$ cat src/rtl/region_xlat_pkg.sv
// Shared types of the region translator: cache mode codes, fault codes and
// the decoded permission record. Assumes nothing beyond 1800-2017 packages.
package region_xlat_pkg;

    typedef enum logic [2:0] {
        CM_NONE   = 3'd0,
        CM_BYPASS = 3'd1,
        CM_WTHRU  = 3'd2,
        CM_WBACK  = 3'd3,
        CM_ISOL   = 3'd4
    } cache_mode_e;

    typedef enum logic [1:0] {
        FC_NONE  = 2'd0,
        FC_LOAD  = 2'd1,
        FC_STORE = 2'd2,
        FC_FETCH = 2'd3
    } fault_e;

    typedef struct packed {
        logic x;
        logic w;
        logic r;
    } rights_t;

    typedef struct packed {
        rights_t     rights;
        cache_mode_e cmode;
    } perm_t;

endpackage

$ cat src/rtl/region_attr_dec.sv
// Attribute decoder: maps a 4-bit attribute code to rights and cache mode.
// Assumes: fallback=1 selects the cache-attribute-word variant, in which
// code 5 grants nothing. Purely combinational.
module region_attr_dec
    import region_xlat_pkg::*;
#(
    parameter int ATTR_W = 4
) (
    input  logic [ATTR_W-1:0] attr,
    input  logic              fallback,
    output perm_t             perm
);

    // Table lookup of rights and cache mode for one code.
    always_comb begin
        perm = '{rights: '{x: 1'b0, w: 1'b0, r: 1'b0}, cmode: CM_NONE};
        case (attr)
            ATTR_W'(0):  perm = '{rights: '{x: 1'b0, w: 1'b1, r: 1'b1}, cmode: CM_WTHRU};
            ATTR_W'(1):  perm = '{rights: '{x: 1'b1, w: 1'b1, r: 1'b1}, cmode: CM_WTHRU};
            ATTR_W'(2):  perm = '{rights: '{x: 1'b1, w: 1'b1, r: 1'b1}, cmode: CM_BYPASS};
            ATTR_W'(3):  perm = '{rights: '{x: 1'b1, w: 1'b0, r: 1'b0}, cmode: CM_WBACK};
            ATTR_W'(4):  perm = '{rights: '{x: 1'b1, w: 1'b1, r: 1'b1}, cmode: CM_WBACK};
            ATTR_W'(5): begin
                if (!fallback)
                    perm = '{rights: '{x: 1'b1, w: 1'b1, r: 1'b1}, cmode: CM_WBACK};
            end
            ATTR_W'(14): perm = '{rights: '{x: 1'b0, w: 1'b1, r: 1'b1}, cmode: CM_ISOL};
            default: ;
        endcase
    end

endmodule

$ cat src/rtl/region_table.sv
// One set of region entries (base top bits + attribute), with a single
// write port and one asynchronous read port. Assumes synchronous active-low
// reset; reset loads the identity map with RESET_ATTR.
module region_table #(
    parameter int IDX_W      = 3,
    parameter int ATTR_W     = 4,
    parameter int RESET_ATTR = 2
) (
    input  logic              clk,
    input  logic              rst_n,
    input  logic              wr_en,
    input  logic [IDX_W-1:0]  wr_idx,
    input  logic [IDX_W-1:0]  wr_base,
    input  logic [ATTR_W-1:0] wr_attr,
    input  logic [IDX_W-1:0]  rd_idx,
    output logic [IDX_W-1:0]  rd_base,
    output logic [ATTR_W-1:0] rd_attr
);

    localparam int NREG = 1 << IDX_W;

    logic [IDX_W-1:0]  base_q [NREG];
    logic [ATTR_W-1:0] attr_q [NREG];

    // Entry storage: identity reset, single-entry write.
    always_ff @(posedge clk) begin
        if (!rst_n) begin
            for (int i = 0; i < NREG; i++) begin
                base_q[i] <= IDX_W'(i);
                attr_q[i] <= ATTR_W'(RESET_ATTR);
            end
        end else if (wr_en) begin
            base_q[wr_idx] <= wr_base;
            attr_q[wr_idx] <= wr_attr;
        end
    end

    // Read port: entry of the requested region.
    always_comb begin
        rd_base = base_q[rd_idx];
        rd_attr = attr_q[rd_idx];
    end

endmodule

$ cat src/rtl/region_xlat.sv
// Region protection translator top. Picks the region from the top address
// bits, reads the instruction or data entry set (or the cache-attribute
// word in fallback mode), decodes rights and registers address, rights,
// cache mode and fault cause one cycle later. Assumes synchronous
// active-low reset and that acc_cattr is stable with the request.
module region_xlat
    import region_xlat_pkg::*;
#(
    parameter int ADDR_W = 32,
    parameter int IDX_W  = 3,
    parameter int ATTR_W = 4
) (
    input  logic                       clk,
    input  logic                       rst_n,
    input  logic                       mode_region,
    input  logic [(ATTR_W<<IDX_W)-1:0] acc_cattr,
    input  logic                       acc_valid,
    input  logic [ADDR_W-1:0]          acc_vaddr,
    input  logic                       acc_write,
    input  logic                       acc_fetch,
    input  logic                       wr_en,
    input  logic                       wr_side,
    input  logic [IDX_W-1:0]           wr_idx,
    input  logic [ADDR_W-1:0]          wr_base,
    input  logic [ATTR_W-1:0]          wr_attr,
    output logic                       res_valid,
    output logic [ADDR_W-1:0]          res_pa,
    output logic [2:0]                 res_rights,
    output logic [2:0]                 res_cache,
    output logic [1:0]                 res_fault
);

    localparam int OFS_W  = ADDR_W - IDX_W;
    localparam int NSIDE  = 2;

    logic [IDX_W-1:0]  idx;
    logic [IDX_W-1:0]  tb_base [NSIDE];
    logic [ATTR_W-1:0] tb_attr [NSIDE];
    logic              rd_side;
    logic [ATTR_W-1:0] attr_sel;
    logic [ADDR_W-1:0] pa_next;
    perm_t             perm;
    logic              granted;
    fault_e            fault_next;

    assign idx     = acc_vaddr[ADDR_W-1 -: IDX_W];
    assign rd_side = ~acc_fetch;

    // Side 0 holds instruction entries, side 1 data entries.
    for (genvar s = 0; s < NSIDE; s++) begin : g_side
        region_table #(
            .IDX_W     (IDX_W),
            .ATTR_W    (ATTR_W),
            .RESET_ATTR(2)
        ) u_table (
            .clk    (clk),
            .rst_n  (rst_n),
            .wr_en  (wr_en && (wr_side == 1'(s))),
            .wr_idx (wr_idx),
            .wr_base(wr_base[ADDR_W-1 -: IDX_W]),
            .wr_attr(wr_attr),
            .rd_idx (idx),
            .rd_base(tb_base[s]),
            .rd_attr(tb_attr[s])
        );
    end

    // Attribute source and physical address for the current mode.
    always_comb begin
        if (mode_region) begin
            attr_sel = tb_attr[rd_side];
            pa_next  = {tb_base[rd_side], acc_vaddr[OFS_W-1:0]};
        end else begin
            attr_sel = acc_cattr[idx*ATTR_W +: ATTR_W];
            pa_next  = acc_vaddr;
        end
    end

    region_attr_dec #(
        .ATTR_W(ATTR_W)
    ) u_dec (
        .attr    (attr_sel),
        .fallback(~mode_region),
        .perm    (perm)
    );

    // Right check for the access kind and the matching fault cause.
    always_comb begin
        if (acc_fetch)      granted = perm.rights.x;
        else if (acc_write) granted = perm.rights.w;
        else                granted = perm.rights.r;
        if (granted)        fault_next = FC_NONE;
        else if (acc_fetch) fault_next = FC_FETCH;
        else if (acc_write) fault_next = FC_STORE;
        else                fault_next = FC_LOAD;
    end

    // Result register: one result per request, zero when idle.
    always_ff @(posedge clk) begin
        if (!rst_n || !acc_valid) begin
            res_valid  <= 1'b0;
            res_pa     <= '0;
            res_rights <= '0;
            res_cache  <= '0;
            res_fault  <= '0;
        end else begin
            res_valid  <= 1'b1;
            res_pa     <= pa_next;
            res_rights <= perm.rights;
            res_cache  <= perm.cmode;
            res_fault  <= fault_next;
        end
    end

endmodule

$ cat config.mk
export PLATFORM = sky130hd
export DESIGN_NAME = region_xlat
export DESIGN_NICKNAME = d
export VERILOG_FILES = /design/src/rtl/region_xlat_pkg.sv /design/src/rtl/region_attr_dec.sv /design/src/rtl/region_table.sv /design/src/rtl/region_xlat.sv
export SDC_FILE = /design/constraint.sdc
export NUM_CORES = 1
export LEC_CHECK = 0
export BUFFER_PORTS_ARGS = -buffer_cell sky130_fd_sc_hd__buf_2
export CAP_MARGIN = 20
export CORE_ASPECT_RATIO = 0.9
export CORE_MARGIN = 4
export CORE_UTILIZATION = 59
export DETAILED_ROUTE_END_ITERATION = 7
export PLACE_DENSITY = 0.93
export SETUP_SLACK_MARGIN = 0.05
export SYNTH_ARGS = -nofsm -noshare
export SYNTH_HDL_FRONTEND = slang
export SYNTH_SLANG_ARGS = --single-unit
$ cat constraint.sdc
create_clock -name clk -period 5 [get_ports clk]
set_input_delay 1 -clock clk [delete_from_list [all_inputs] [get_ports clk]]
set_output_delay 1 -clock clk [all_outputs]
set_load 0.01 [all_outputs]
## Word level (Yosys, flattened, before mapping)

Memories as Yosys holds them, arrays and structs flattened.
Cells that the tools add are included.

- Register bits: 41
- Memories kept: 4
- RAM bits: 112
- Output and inout bits: 41

- Reduce and logical (&&, ||, !) cells: 11
- Multiplexer cells: 34
- Magnitude comparators: 1
- Shift operators: 1
- Bitwise logic cells: 3
- Equal/unequal tests: 6

Memory list:

| name | depth | width | read ports | clocked after Yosys merged registers in | write ports | line | RTL |
|---|---|---|---|---|---|---|---|
| g_side[0].u_table.attr_q | 8 | 4 | 1 | 0 | 8 | region_table.sv:23 | `logic [ATTR_W-1:0] attr_q [NREG];` |
| g_side[1].u_table.attr_q | 8 | 4 | 1 | 0 | 8 | region_table.sv:23 |  |
| g_side[0].u_table.base_q | 8 | 3 | 1 | 0 | 8 | region_table.sv:22 | `logic [IDX_W-1:0] base_q [NREG];` |
| g_side[1].u_table.base_q | 8 | 3 | 1 | 0 | 8 | region_table.sv:22 |  |

Operator list:

| operator | count |
|---|---|
| $pmux W6 S7 | 1 |
| $mux W32 | 1 |
| $shiftx A32 B6 Y4 | 1 |
| $mux W3 | 9 |
| $mux W4 | 6 |
| $mux W1 | 14 |
| $eq A4 B2 Y1 const B | 2 |
| $eq A4 B3 Y1 const B | 2 |
| $reduce_or A4 Y1 | 2 |
| $mux W6 | 1 |
| $reduce_or A3 Y1 | 2 |
| $eq A4 B1 Y1 const B | 1 |
| $eq A4 B4 Y1 const B | 1 |
| $logic_not A4 Y1 | 1 |
| $mux W2 | 2 |
| $ge A2 B2 Y1 const B | 1 |
| $logic_and A1 B1 Y1 | 2 |
| $logic_not A1 Y1 | 2 |
| $not A1 Y1 | 2 |
| $not A1 Y2 | 1 |
| $reduce_or A2 Y1 | 1 |
| $logic_or A1 B1 Y1 | 1 |

## Depth between registers and ports, before layout

Gate-level depths: netlist of the first run.

- Word-level depth: 11
- Mapped depth: 11

## Modules after synthesis

A second synthesis of the first run with hierarchy kept.

- Cells, all modules: 499
- Area total of the unflattened synthesis: 6,909.1 µm²

Modules (own cells, without submodules):

| module | cells an instance | area each (µm²) | instances | sequential area each (µm²) |
|---|---|---|---|---|
| region_table | 173 | 2,631.3 | 2 | 1,681.6 |
| region_xlat | 138 | 1,546.5 | 1 | 820.8 |
| region_attr_dec | 15 | 100.1 | 1 | 0.0 |

## Worst setup path before layout of the first run

Ideal clock, no wire load.

- Path type: input -> register
- Start: in acc_vaddr[29]
- End: reg res_fault[0]
- Data required time: 4.877 ns
- Stages on the path: 8
- Data arrival time: 2.634 ns
- Path slack: 2.243 ns
- Setup time: 0.123 ns
- Cell sequence: buf_6 mux4_2 mux2i_1 nor2_1 or3_4 a21oi_4 o21a_1 a21oi_1

- Cells in the longest elaborated chain, start to end: 10
- Elaborated cells on any way between the ends: 18
- Those cells by class: eq/ne (6); shift (1); mux (7); reduce/logical (2); memory (2)

Ends and longest elaborated chain:

| element | line | RTL |
|---|---|---|
| start, declared | region_xlat.sv:18 | `input logic [ADDR_W-1:0] acc_vaddr,` |
| $mem_v2 Z8 W4 | -- |  |
| $mux W4 (not written as such) (3 in series) | region_xlat.sv:71 | `attr_sel = tb_attr[rd_side];` |
| $mux W4 * | region_xlat.sv:70 | `if (mode_region) begin` |
| $eq A4 B4 Y1 (tied with other cells) | region_attr_dec.sv:17 | `case (attr)` |
| $pmux W6 S7 * | region_attr_dec.sv:17 |  |
| $mux W1 | region_xlat.sv:90 | `else if (acc_write) granted = perm.rights.w;` |
| $mux W1 * | region_xlat.sv:89 | `if (acc_fetch) granted = perm.rights.x;` |
| $reduce_or A2 Y1 (no line) * | -- |  |
| end signal, assigned | region_xlat.sv:111 | `res_fault <= fault_next;` |
| end, declared | region_xlat.sv:30 | `output logic [1:0] res_fault` |

Every way passes the cells marked *; elsewhere a longest branch is shown, timed or not. The select of a mux whose other input is x is not followed.
A chain may end at the register's enable or synchronous reset.

## Worst setup path in the final report of the first run

Ends and elaborated chain as after synthesis.

==> impl_metrics.json, run 1 <==
{
  "totalPowerFinal_mw": 2.95,
  "grt_usage": 0.259,
  "rows": 37,
  "combPwrFrac": 0.096,
  "status": "finished, final reports clean",
  "fmax_ghz": 0.307,
  "p_clk_frac": 0.415,
  "synth_area_per_cell_um2": 13.7,
  "fp.dieH_um": 111,
  "syn_area_um2": 6900,
  "ys_ff_latch": 152,
  "worst_slew_pin_slew_ns": 1.05,
  "ys_seq_area_frac": 0.604,
  "hp-start": "acc_vaddr[28]",
  "period_minus_slack_ns": 3.25,
  "start_kind": "primary input",
  "synth.top_cell.area_share": 0.488,
  "required_ns": 5.31,
  "port_buffers": 122,
  "rsz0062_at_grt": "no",
  "final_common_cell": "buf_2",
  "dieWidth_um": 122,
  "synth_area_leader_cell": "edfxtp_1",
  "ant_nets": 0,
  "synth_flop_cell": "edfxtp_1",
  "gp_congestion": 0.931,
  "final_util": 0.712,
  "synthArstFlopShare": 0,
  "final.setup.tns_ns": 0,
  "yosysWarnings": 0,
  "post-route-period-util": 0.651,
  "clk_pin_slew_ns": 0.07,
  "swShare": 0.233,
  "h-tree-depth": 4,
  "crit_arrival_ns": 3.56,
  "fin_nets": 733,
  "cts_setup_buffers": 0,
  "cts-root-buf": "clkbuf_16",
  "diodes": 0,
  "holdBufCountCts": 0,
  "max_cap_violations": 0,
  "clk_path_buf_depth": 2,
  "clk_latency_ns": 0.43,
  "dr.pass1.iters": 5,
  "crit_fanout": 20,
  "met1_usage": 0.346,
  "hold_depth": 2,
  "cts_num_sinks": 152,
  "worst_r2r_path_depth": 7,
  "drive_above_1_share": 0.307,
  "reg2reg_to": "res_fault[0]",
  "synth_edf_count": 112,
  "r2r_slack_ns": 2.72,
  "final_area_um2": 8140,
  "peakVddDrop_v": 0.000296,
  "grt_pass1_wl_um": 26000,
  "setup_viol": 0,
  "hold_end": "res_pa[28]",
  "grt-ovfl-total": 0,
  "cts_tree": "done",
  "r2r_start": "g_side[0].u_table.attr_q[4][1]",
  "end_kind": "register",
  "via_per_inst": 5.98,
  "skew_ns": 0.00725,
  "grt_max_degree": 51,
  "power.internal_mw": 2.26,
  "synthCells": 505,
  "min_path_type": "in -> reg",
  "timing.hold.ws_ns": 0.809,
  "cts_resized": 0,
  "vias": 4734,
  "synth_area_leaders": "edfxtp_1 49%, dfxtp_1 12%, and2_1 6.5%, mux4_2 5.2%, mux2i_1 4.1%",
  "core_um2": 11400,
  "die-area_um2": 13500,
  "power.density_nw_per_um2": 362,
  "switchingPower_mw": 0.688,
  "antenna_found_initial": 0,
  "grt-busiest-layer": "met2",
  "crit_type": "in -> reg",
  "grt_pass1_vias": 4678,
  "syn_nets": 616,
  "p_seq_frac": 0.489,
  "p_leak_nw": 3.33,
  "final-max-slew-violation-count": 0,
  "numCtsBuffers": 17,
  "max_slew_margin": 0.294,
  "drtIter0Drc": 592,
  "drc": 0,
  "start_util": 0.603,
  "area_growth_pct": 18.0,
  "final_cell_mix": "125 x buf_2, 112 x edfxtp_1, 72 x and2_1",
  "post-dp-hpwl_um": 11200,
  "io_pins": 152,
  "finalHoldViolCount": 0,
  "use_met2": 0.398,
  "placedInstanceArea_um2": 7550,
  "grt_use_met3": 0.0748,
  "synth_cell_type_count": 47,
  "totalWireLength_um": 16700,
  "wl_per_cell_um": 21.1
}
## how the worst max path moves through the flow
| stage | from | end | cells past startpoint |
|---|---|---|---|
| floorplan | acc_vaddr[29] | res_fault[0] | 8 |
| global placement | acc_vaddr[29] | res_fault[1] | 10 |
| detailed placement | acc_vaddr[29] | res_fault[0] | 10 |
| CTS | acc_vaddr[29] | res_fault[0] | 10 |
| global route | acc_vaddr[29] | res_fault[1] | 10 |
| finish | acc_vaddr[29] | res_fault[0] | 10 |
## flip-flops by register name, summed over array words and instances (netlist names)
| signal | cells |
|---|---|
| res_fault | 2 |
| res_pa | 32 |
| g_side.u_table.attr_q | 64 |
| res_valid | 1 |
| res_rights | 2 |
| res_cache | 3 |
| g_side.u_table.base_q | 48 |
## metrics by stage
| step | worst slack (ns) | std cells |
|---|---|---|
| global route | 1.60 | 791 |
| floorplan | 2.24 | 505 |
| finish | 1.75 | 791 |
| CTS | 1.77 | 788 |
| global placement | 1.44 | 756 |
| detailed placement | 1.34 | 756 |
## area by class of cell
class | count | area, um2
clock buffer | 23 | 510
clock inverter | 9 | 61.3
fill | 734 | 3300
inverter | 3 | 11.3
multi-input combinational | 313 | 2490
sequential | 152 | 4160
tap | 156 | 195
timing repair buffer | 135 | 701
## logic make-up after synthesis
group,share of synthesized area
compound gates,0.0441
buf+inv,0.0343
flops,0.604
mux,0.133
simple gates,0.185
## synthesized netlist by cell type (3+ instances only)
cell and number:
edfxtp_1 112, and2_1 72, dfxtp_1 40, nand2b_1 32
and3_1 31, mux2i_1 28, clkbuf_1 24, or3_1 20
nand2_1 19, mux4_2 16, nor2_1 15, a21oi_1 11
mux4_1 10, nor3_1 10, o21ai_0 8, a22oi_1 5
nand4_1 5, buf_12 3, buf_2 3, buf_4 3
o21ai_1 3
## power by group through the flow
stage	registers [mW]	logic, mW	clock network, mW
4_1_cts	1.44	0.281	1.23
2_1_floorplan	1.46	0.177	0
3_3_place_gp	1.46	0.265	0
6_report	1.44	0.284	1.22
5_1_grt	1.44	0.306	1.30
3_5_place_dp	1.47	0.277	0
## critical path, cell delays in order
cell and delay, ns:
buf_2 0.48, buf_4 0.32, buf_4 0.27, mux2i_1 0.26, a22oi_1 0.11, and3_1 0.22, or3_4 0.43, a21oi_4 0.21
o21a_1 0.18, a21oi_1 0.06
## metal layers
layer  up-vias  share of wire
met2       308           0.47
met1      2279           0.38
met4         2          0.025
met3        41           0.12
met5         -         0.0037
li1       2104              -
(Power assumes the default switching activity.)
==> inputs of run 2 (changes only) <==
CORE_UTILIZATION = 54   (was 59)
PLACE_DENSITY = 0.86   (was 0.93)
clock period = 3 ns   (was 5 ns; I/O delays follow)
==> impl_metrics.json, run 2 (synthesized netlist as in run 1, its figures left out) <==
{
  "status": "finished, final reports clean",
  "p_leak_nw": 3.41,
  "finalHoldViolCount": 0,
  "final.setup.tns_ns": 0,
  "min_path_type": "in -> reg",
  "cts_tree": "done",
  "antenna_found_initial": 0,
  "area_growth_pct": 20.4,
  "h-tree-depth": 4,
  "diodes": 0,
  "final_common_cell": "buf_2",
  "dr.pass1.iters": 5,
  "final_util": 0.677,
  "grt_pass1_wl_um": 25400,
  "clk_path_buf_depth": 2,
  "max_cap_violations": 0,
  "post-route-period-util": 0.819,
  "drive_above_1_share": 0.320,
  "required_ns": 3.30,
  "dp_slack_ns": 0.164,
  "totalWireLength_um": 16600,
  "ff_latch_area_um2": 4160,
  "start_kind": "primary input",
  "grt_max_degree": 50,
  "max_slew_margin": 0.672,
  "die-area_um2": 14600,
  "port_buffers": 122,
  "totalPowerFinal_mw": 5.00,
  "fillers": 863,
  "fmax_ghz": 0.407,
  "start_util": 0.562,
  "cts-root-buf": "clkbuf_16",
  "grt_usage": 0.231,
  "drc": 0,
  "post-dp-hpwl_um": 11700,
  "cts_num_sinks": 152,
  "gp_congestion": 0.917,
  "io_pins": 152,
  "worst_slew_pin_slew_ns": 0.486,
  "setup_viol": 0,
  "regMostFlops": "g_side.u_table.attr_q",
  "peakVddDrop_v": 0.000496,
  "rows": 38,
  "vias": 4690,
  "wl_per_cell_um": 20.5,
  "period_minus_slack_ns": 2.46,
  "end_kind": "register",
  "multi_input_area_um2": 2490,
  "crit_type": "in -> reg",
  "rsz0062_at_grt": "no",
  "power.density_nw_per_um2": 602,
  "setup_ws_ns": 0.544,
  "skew_ns": 0.00876,
  "fp.dieH_um": 115,
  "dieWidth_um": 127,
  "cts_setup_buffers": 0,
  "reg.largest.list": "g_side.u_table.attr_q x64, g_side.u_table.base_q x48, res_pa x32",
  "final-max-slew-violation-count": 0,
  "holdBufCountCts": 0,
  "crit_fanout": 23,
  "clk_pin_slew_ns": 0.06,
  "ant_nets": 0,
  "numCtsBuffers": 17,
  "crit_arrival_ns": 2.76,
  "grt_pass1_vias": 4765,
  "largest_register_ffs": 64,
  "clk_latency_ns": 0.43,
  "final_cell_mix": "122 x buf_2, 112 x edfxtp_1, 72 x and2_1",
  "via_per_inst": 5.80,
  "grt-ovfl-total": 0,
  "cts_resized": 0,
  "drtIter0Drc": 437,
  "fin_nets": 747,
  "core_um2": 12300
}
## run 2: changes by cell type in the layout (fill, tap and decap cells not counted)
cell / previous run / this run
bufinv_16: 0 / 1
clkinv_4: 3 / 1
inv_4: 4 / 3
buf_4: 10 / 25
buf_12: 0 / 2
buf_2: 125 / 122
clkbuf_1: 2 / 3
inv_6: 0 / 2
clkinv_2: 2 / 1
## run 2: path summary, 6_finish.rpt
kind,from,end,slack [ns],cells after the start
setup / recovery,acc_vaddr[29],res_fault[0],0.54,9
hold / removal,acc_vaddr[21],res_pa[21],0.42,2
setup reg to reg,g_side[0].u_table.attr_q[3][1],res_fault[0],0.72,7
hold reg to reg,g_side[1].u_table.attr_q[0][3],res_fault[1],0.93,6
## run 2: power breakdown
| group | internal [mW] | total, mW | switching, mW |
|---|---|---|---|
| registers | 2.37 | 2.40 | 0.0313 |
| clock network | 1.29 | 2.11 | 0.821 |
| logic | 0.211 | 0.493 | 0.281 |
## run 2: layout make-up
cell class                 count  share of cell area
clock buffer                  24              0.0619
multi-input combinational    313               0.300
clock inverter                 8             0.00964
inverter                       3             0.00136
tap                          160              0.0241
sequential                   152               0.502
timing repair buffer         149               0.101
## run 2: per-stage QoR
stage | area [um2] | std cells | hold slack [ns]
finish | 8300 | 809 | 0.416
global route | 8300 | 809 | 0.397
CTS | 8300 | 809 | 0.400
detailed placement | 7710 | 777 | 0.841
global placement | 7710 | 777 | 0.839
floorplan | 6900 | 505 | 0.759
## run 2: per-layer routing
| layer | vias to the layer above | wire, um | share of wire | global-route usage |
|---|---|---|---|---|
| met4 | 0 | 296 | 0.018 | 0.0779 |
| met2 | 237 | 8220 | 0.50 | 0.368 |
| met1 | 2287 | 6490 | 0.39 | 0.303 |
| li1 | 2133 | - | - | - |
| met3 | 33 | 1570 | 0.095 | 0.0725 |
| met5 | - | 0 | 0 | 0 |
## run 2: worst max-delay path, stage by stage
cell and delay [ns]:
buf_2 0.22, buf_12 0.24, mux4_2 0.55, a2bb2oi_1 0.16, a22oi_2 0.28, o21ai_1 0.18
a21oi_4 0.23, o21a_1 0.19, a21oi_1 0.08
